`config.mk`:
```
export PLATFORM = sky130hd
export DESIGN_NAME = cfg_slice_seq
export DESIGN_NICKNAME = d
export VERILOG_FILES = /design/src/rtl/cfg_slice_pkg.sv /design/src/rtl/cfg_start_gen.sv /design/src/rtl/cfg_addr_seq.sv /design/src/rtl/cfg_pin_mux.sv /design/src/rtl/cfg_slice_seq.sv
export SDC_FILE = /design/constraint.sdc
export NUM_CORES = 1
export LEC_CHECK = 0
export ABC_AREA = 1
export BUFFER_PORTS_ARGS = -buffer_cell sky130_fd_sc_hd__buf_2
export CAP_MARGIN = 30
export CORE_UTILIZATION = 45
export CTS_CLUSTER_DIAMETER = 100
export CTS_CLUSTER_SIZE = 8
export DETAILED_ROUTE_END_ITERATION = 6
export PLACE_DENSITY = 0.78
export SYNTH_ARGS = -nofsm -noshare
export SYNTH_HDL_FRONTEND = slang
export SYNTH_SLANG_ARGS = --single-unit
```
`constraint.sdc`:
```
create_clock -name clk -period 1.5 [get_ports clk]
set_input_delay 0.225 -clock clk [delete_from_list [all_inputs] [get_ports clk]]
set_output_delay 0.225 -clock clk [all_outputs]
set_load 0.01 [all_outputs]
```
`src/rtl/cfg_slice_pkg.sv`:
```
package cfg_slice_pkg;
  typedef enum logic [1:0] {
    SEQ_IDLE = 2'd0,
    SEQ_RUN  = 2'd1,
    SEQ_DONE = 2'd2,
    SEQ_OVR  = 2'd3
  } seq_phase_t;
endpackage

```
`src/rtl/cfg_start_gen.sv`:
```
module cfg_start_gen #(
  parameter int START_LOW = 4
) (
  input  logic clk,
  input  logic rst,
  output logic armed
);
  localparam int CW = $clog2(START_LOW + 1);
  localparam logic [CW-1:0] LAST_ARM = CW'(START_LOW - 1);

  logic [CW-1:0] arm_cnt;

  always_ff @(posedge clk) begin
    if (rst) begin
      arm_cnt <= '0;
      armed   <= 1'b0;
    end else if (!armed) begin
      if (arm_cnt == LAST_ARM) armed <= 1'b1;
      else                     arm_cnt <= arm_cnt + 1'b1;
    end
  end

  // once high, the start line never drops again without a reset
  a_r6_start_latched: assert property (@(posedge clk) disable iff (rst)
    armed |=> armed);

  // the hold counter stays inside the low window
  a_r2_window_bound: assert property (@(posedge clk) disable iff (rst)
    !armed |-> (arm_cnt <= LAST_ARM));
endmodule

```
`src/rtl/cfg_addr_seq.sv`:
```
module cfg_addr_seq
  import cfg_slice_pkg::*;
#(
  parameter int ADDR_W    = 20,
  parameter int BASE      = 32768,
  parameter int SLICE_LEN = 196608
) (
  input  logic              clk,
  input  logic              rst,
  input  logic              armed,
  input  logic              done,
  output logic [ADDR_W-1:0] cnt,
  output seq_phase_t        phase,
  output logic              overrun
);
  localparam logic [ADDR_W-1:0] BASE_A = ADDR_W'(BASE);
  localparam logic [ADDR_W-1:0] LAST_A = ADDR_W'(BASE + SLICE_LEN - 1);

  always_ff @(posedge clk) begin
    if (rst) begin
      phase   <= SEQ_IDLE;
      cnt     <= BASE_A;
      overrun <= 1'b0;
    end else begin
      unique case (phase)
        SEQ_IDLE: if (armed) phase <= SEQ_RUN;
        SEQ_RUN: begin
          if (done) begin
            phase <= SEQ_DONE;
          end else if (cnt == LAST_A) begin
            phase   <= SEQ_OVR;
            overrun <= 1'b1;
          end else begin
            cnt <= cnt + 1'b1;
          end
        end
        SEQ_OVR:  if (done) phase <= SEQ_DONE;
        SEQ_DONE: phase <= SEQ_DONE;
        default:  phase <= SEQ_IDLE;
      endcase
    end
  end

  // two running cycles in a row mean exactly one address step
  a_r3_step_one: assert property (@(posedge clk) disable iff (rst)
    (phase == SEQ_RUN && $past(phase) == SEQ_RUN) |-> (cnt == $past(cnt) + 1'b1));

  // a stopped counter never moves again
  a_r5_frozen: assert property (@(posedge clk) disable iff (rst)
    (phase == SEQ_DONE) |=> (phase == SEQ_DONE && $stable(cnt)));

  // the address never leaves the slice window
  a_r8_in_window: assert property (@(posedge clk) disable iff (rst)
    (cnt >= BASE_A) && (cnt <= LAST_A));

  // the error flag is sticky
  a_r8_sticky: assert property (@(posedge clk) disable iff (rst)
    overrun |=> overrun);
endmodule

```
`src/rtl/cfg_pin_mux.sv`:
```
module cfg_pin_mux
  import cfg_slice_pkg::*;
#(
  parameter int ADDR_W     = 20,
  parameter int DATA_W     = 8,
  parameter int NUM_SLAVES = 8
) (
  input  seq_phase_t            phase,
  input  logic [ADDR_W-1:0]     cnt,
  input  logic [ADDR_W-1:0]     user_addr,
  input  logic [DATA_W-1:0]     mem_rdata,
  output logic [ADDR_W-1:0]     mem_addr,
  output logic                  mem_cs_n,
  output logic [NUM_SLAVES-1:0] slave_data,
  output logic                  released
);
  logic running;

  assign running  = (phase == SEQ_RUN);
  assign released = (phase == SEQ_DONE);
  assign mem_cs_n = !running;
  assign mem_addr = released ? user_addr : cnt;

  for (genvar n = 0; n < NUM_SLAVES; n++) begin : g_slave
    assign slave_data[n] = running & mem_rdata[n];
  end
endmodule

```
`src/rtl/cfg_slice_seq.sv`:
```
module cfg_slice_seq
  import cfg_slice_pkg::*;
#(
  parameter int ADDR_W     = 20,
  parameter int DATA_W     = 8,
  parameter int NUM_SLAVES = 8,
  parameter int BASE       = 32768,
  parameter int SLICE_LEN  = 196608,
  parameter int START_LOW  = 4
) (
  input  logic                  clk,
  input  logic                  rst,
  input  logic                  slaves_done,
  input  logic [ADDR_W-1:0]     user_addr,
  input  logic [DATA_W-1:0]     mem_rdata,
  output logic [ADDR_W-1:0]     mem_addr,
  output logic                  mem_cs_n,
  output logic                  slave_cfg_start,
  output logic [NUM_SLAVES-1:0] slave_data,
  output logic                  pins_released,
  output logic                  slice_overrun
);
  logic              armed;
  logic [ADDR_W-1:0] cnt;
  seq_phase_t        phase;

  cfg_start_gen #(.START_LOW(START_LOW)) u_start (
    .clk   (clk),
    .rst   (rst),
    .armed (armed)
  );

  cfg_addr_seq #(.ADDR_W(ADDR_W), .BASE(BASE), .SLICE_LEN(SLICE_LEN)) u_seq (
    .clk     (clk),
    .rst     (rst),
    .armed   (armed),
    .done    (slaves_done),
    .cnt     (cnt),
    .phase   (phase),
    .overrun (slice_overrun)
  );

  cfg_pin_mux #(.ADDR_W(ADDR_W), .DATA_W(DATA_W), .NUM_SLAVES(NUM_SLAVES)) u_mux (
    .phase      (phase),
    .cnt        (cnt),
    .user_addr  (user_addr),
    .mem_rdata  (mem_rdata),
    .mem_addr   (mem_addr),
    .mem_cs_n   (mem_cs_n),
    .slave_data (slave_data),
    .released   (pins_released)
  );

  assign slave_cfg_start = armed;

  // the memory is only selected once the start line is high
  a_r3_cs_after_start: assert property (@(posedge clk) disable iff (rst)
    !mem_cs_n |-> slave_cfg_start);

  // released pins imply a deselected memory
  a_r5_release_cs: assert property (@(posedge clk) disable iff (rst)
    pins_released |-> (mem_cs_n && slave_cfg_start));

  // release is permanent until reset
  a_r6_release_hold: assert property (@(posedge clk) disable iff (rst)
    pins_released |=> pins_released);
endmodule

```
Word level (Yosys, flattened, before mapping). Index checks and enable logic that the tools add are counted.

Add/subtract/negate cells: 2. Bitwise gates (word level): 12. Equality and inequality tests: 8. Reductions and logical operators: 6. Muxes and demuxes: 8.

Operator list (number): $add 20x1->20 const B (1); $eq 20x18->1 const B (1); $mux 20 (1); $reduce_and 3->1 (3); $and 1x1->1 (8); $mux 2 (4); $pmux 2 s4 (1); $eq 2x2->1 const B (2); $ne 2x2->1 const B (2); $not 1->1 (4); $add 3x1->3 const B (1); $eq 3x2->1 const B (1); $ne 3x3->1 const B (1); $eq 2x1->1 const B (1); $logic_not 2->1 (1); $mux 1 (2); $reduce_and 2->1 (1); $logic_not 1->1 (1).

Output and inout bits: 32. Logic and storage cells: 41. Register bits: 27. Input port bits: 31.

Logic depth before layout (Yosys ltp).
Depth after elaboration: 4. Mapped depth: 10. Mapped depth without buffers: 9.

Cells and area by module. From an unflattened synthesis, not the netlist that was laid out.

Cells, all modules: 305. Area, all modules: 1963.1 um2.

Modules (own cells, without submodules): cfg_addr_seq (times used 1, sequential area each 460.4 um2, area an instance 1415.1 um2, cells an instance 195); cfg_pin_mux (times used 1, sequential area each 0.0 um2, area an instance 371.6 um2, cells an instance 87); cfg_start_gen (times used 1, sequential area each 80.1 um2, area an instance 176.4 um2, cells an instance 23).

Worst setup path after synthesis. Ideal clock, no wire load.

Path type: reg2reg. Start: reg u_seq.cnt[0]. End: reg u_seq.cnt[17]. Arrival time: 1565 ps. Clock period less this slack: 1631 ps. Slack: -131 ps. Cell stages (with the launch flop): 11. Data required time: 1434 ps. Setup time: 66 ps. Path buffers: 1. Path through: dfxtp_1 -> ha_1 -> nand2_1 -> nor2_1 -> nand2_4 -> clkinv_4 -> nand4_4 -> nand2_4 -> buf_8 -> nand2_1 -> a21oi_2.

Word-level cells in the longest chain between the ends: 3. Elaborated cells between the ends (all ways): 4. Classes of those cells: 1 x add/sub; 1 x eq/ne; 1 x bitwise; 1 x reduce/logical.

Ends and longest elaborated chain: from (decl) (line cfg_addr_seq.sv:12) `output logic [ADDR_W-1:0] cnt,`; from (signal assigned) (line cfg_addr_seq.sv:34) `cnt <= cnt + 1'b1;`; branches (longest 3 deep; another with $add 20x1->20).

Parallel ways; which one is timed is not known. A chain may end at the register's enable or synchronous reset.

Final worst setup path.
Start: reg u_seq.phase[0]. End: out mem_addr[4].

Word-level cells in the longest chain between the ends: 2.

Ends and longest elaborated chain: from (decl) (line cfg_addr_seq.sv:13) `output seq_phase_t phase,`; from (signal assigned) (line cfg_addr_seq.sv:21) `phase <= SEQ_IDLE;`; from (signal assigned) (line cfg_addr_seq.sv:26) `SEQ_IDLE: if (armed) phase <= SEQ_RUN;`; from (signal assigned) (line cfg_addr_seq.sv:29) `phase <= SEQ_DONE;`; $eq 2x2->1 (line cfg_pin_mux.sv:20) `assign released = (phase == SEQ_DONE);`; $mux 20 (line cfg_pin_mux.sv:22) `assign mem_addr = released ? user_addr : cnt;`; to (decl) (line cfg_slice_seq.sv:16) `output logic [ADDR_W-1:0] mem_addr,`.

No other way between the ends.

==> impl_metrics.env <==
export IMPL_vdd_ir_drop_max_uv=742
export IMPL_n_antenna_cell=0
export IMPL_antenna_found_initial=0
export IMPL_path_clk_slew_ns=0.09
export IMPL_p_sw_mw=0.730
export IMPL_port_buffers=62
export IMPL_htreeDepth=1
export IMPL_place_inst=437
export IMPL_combinationalPowerShare_pct=38.4
export IMPL_reg2reg_depth=7
export IMPL_cts_tree="done"
export IMPL_syn2layout_area_growth_pct=49.5
export IMPL_status="finished with violations"
export IMPL_clock_fmax_mhz=644
export IMPL_cts_buffers=3
export IMPL_cp_start_kind="register"
export IMPL_critPathMaxFanout=6
export IMPL_synth_seq_area_share_pct=29.3
export IMPL_cts_sinks=27
export IMPL_dp_hpwl_microns=3950
export IMPL_fin_nets=436
export IMPL_syn_area_sq_mm=0.00184
export IMPL_ys_ff_latch=27
export IMPL_power_mw=2.05
export IMPL_p_seq_share_pct=40.3
export IMPL_min_path_type="in -> reg"
export IMPL_core_area_sq_mm=0.00380
export IMPL_ys_top_cells_by_count="101 x nand2_1, 40 x nor2_1, 34 x inv_1, 27 x dfxtp_1, 25 x o21ai_0"
export IMPL_cap_viol_max_count=0
export IMPL_die_x_microns=66.0
export IMPL_ys_async_sr_fraction_pct=0
export IMPL_nFillCells=305
export IMPL_synth_cells=302
export IMPL_first_iter_violations=256
export IMPL_crit_type="reg -> out"
export IMPL_yosys_area_top_type_share_pct=29.3
export IMPL_hold_viol_final=0
export IMPL_synth_cell_types=26
export IMPL_finalNonFillerCells=449
export IMPL_intPower_mw=1.32
export IMPL_period_minus_slack_ns=1.55
export IMPL_tightest_slew_ns=0.327
export IMPL_detail_route_wl_per_cell_microns=13.8
export IMPL_num_io_pins=63
export IMPL_fin_crit_sh_pct=104
export IMPL_violations="setup timing"
export IMPL_grt_max_degree=19
export IMPL_synth_avg_cell_area_sq_um=6.10
export IMPL_timing_hold_ws_ns=0.137
export IMPL_sw_frac_of_total_pct=35.7
export IMPL_stdcell_area_sq_mm=0.00275
export IMPL_placed_area_sq_mm=0.00244
export IMPL_dr_pass1_iters=4
export IMPL_die_y_microns=66.0
export IMPL_min_path_cells=2
export IMPL_synth_most_common_cell="nand2_1"
export IMPL_ant_nets=0
export IMPL_p_per_area_mw_per_mm2=743
export IMPL_initial_core_util_pct=48.5
export IMPL_fin_worst_skew_ns=0.00837
export IMPL_drive_gt1_share_pct=42.4
export IMPL_yosysWarnings=0
export IMPL_clkPwrFrac_pct=21.3
export IMPL_crit_arrival_ns=1.33
export IMPL_grt_pass1_vias=2050
export IMPL_place_congestion=0.909
export IMPL_setup_viol=20
export IMPL_grt_overflow_total=0
export IMPL_clockBufferDepth=2
export IMPL_critPathRequiredTime_ns=1.27
export IMPL_rsz0062_at_grt="yes"
export IMPL_syn_num_nets=336
export IMPL_cts_root_buffer="clkbuf_8"
export IMPL_yosys_area_top_type="dfxtp_1"
export IMPL_synth_edf_count=0
export IMPL_synthTopCellsByArea="dfxtp_1 29%, nand2_1 21%, nor2_1 8.2%"
export IMPL_max_slew_margin_rel_pct=78.2
export IMPL_row_count=22
export IMPL_slew_violations=0
export IMPL_grtUsageTotal_pct=26.6
export IMPL_synth_ff_type="dfxtp_1"
export IMPL_post_route_util_pct=72.5
export IMPL_setup_tns_ns=-0.647
export IMPL_p_leak_nw=1.26
export IMPL_viasPerCell=5.17
export IMPL_vias=2320
export IMPL_crit_path_end_kind="output port"
export IMPL_finalWirelength_microns=6180
export IMPL_post_route_drc_count=0
export IMPL_die_area_sq_mm=0.00435
export IMPL_clkLatencyLatePin_ns=0.29
export IMPL_grt_pass1_wl_microns=8890
export IMPL_dp_slack_ns=-0.269
export IMPL_fin_ws_ns=-0.0530
-- kinds of logic after synthesis --
family	synth area share (%)
XOR/XNOR	4.28
AO/OA/AOI/OAI	13.7
buffers and inverters	10.5
AND/OR/NAND/NOR	40.1
flip-flops	29.3
adder cells (fa/ha/maj)	2.04
-- area by class of cell --
class	instances	area [sq um]	share of cell area (%)
multi-input cells	232	1260	45.9
flip-flops and latches	27	553	20.1
clock buffers	3	41.3	1.50
inverters	35	139	5.05
repair buffers	103	692	25.1
well taps	48	60.1	2.18
clock inverters	1	5.00	0.182
-- layout by cell type (no fill, tap or decap), types with 2 or more instances in the layout --
| cell type | n |
|---|---|
| nand2_1 | 82 |
| buf_2 | 62 |
| buf_4 | 33 |
| inv_1 | 32 |
| nor2_1 | 27 |
| nand2_2 | 21 |
| dfxtp_1 | 19 |
| a21oi_1 | 18 |
| nand3_1 | 15 |
| o21ai_1 | 12 |
| nor2_2 | 12 |
| xor2_1 | 9 |
| o21ai_0 | 8 |
| dfxtp_2 | 7 |
| nor2_4 | 5 |
| o21ai_2 | 5 |
| nand4_1 | 5 |
| a21oi_2 | 3 |
| clkbuf_8 | 3 |
| buf_6 | 3 |
| buf_12 | 3 |
| nand2_4 | 2 |
| ha_1 | 2 |
-- flip-flops by register name, summed over array words and instances, names as in the netlist --
signal           count
u_start.arm_cnt      3
u_seq.cnt           20
u_start.armed        1
u_seq.phase          2
u_seq.overrun        1
-- power groups by stage --
stage / combinational [mW] / sequential (mW) / clock, mW
finish: 0.785 / 0.823 / 0.437
floorplan: 0.338 / 0.833 / 0
global route: 0.857 / 0.833 / 0.470
CTS: 0.655 / 0.823 / 0.438
global placement: 0.551 / 0.830 / 0
detailed placement: 0.580 / 0.833 / 0
-- path summary, 6_finish.rpt --
path / start / end / slack [ns]
worst max register to register: u_seq.cnt[13] / u_seq.cnt[14] / 0.04
worst max-delay path: u_seq.phase[0] / mem_addr[4] / -0.05
worst min register to register: u_seq.phase[0] / u_seq.phase[0] / 0.49
worst min-delay path: slaves_done / u_seq.phase[0] / 0.14
-- per-layer routing --
metal,GRT usage [%],vias to the layer above,part of all wire (%)
li1,-,1153,-
met3,3.10,13,8.0
met4,11.4,0,1.7
met5,0,-,0
met1,32.6,1040,40
met2,46.6,114,50
-- repair_timing --
| item | CTS | global route |
|---|---|---|
| cloned | 1 | 3 |
| hold buffers | 0 | 0 |
| gates resized for setup | 12 | 67 |
| pin swaps | 1 | 6 |
| endpoints found under the hold margin | 0 | 0 |
| setup endpoints to repair | 32 | 47 |
| setup buffers | 2 | 4 |
-- critical path, stage by stage (launching register included) --
cell     delay [ns]
dfxtp_4        0.38
nor2_4         0.13
buf_12         0.14
buf_12         0.13
inv_4          0.05
nand2_1        0.05
nand2_1        0.04
buf_2          0.13
No activity file was read; power rests on OpenSTA's default activity.
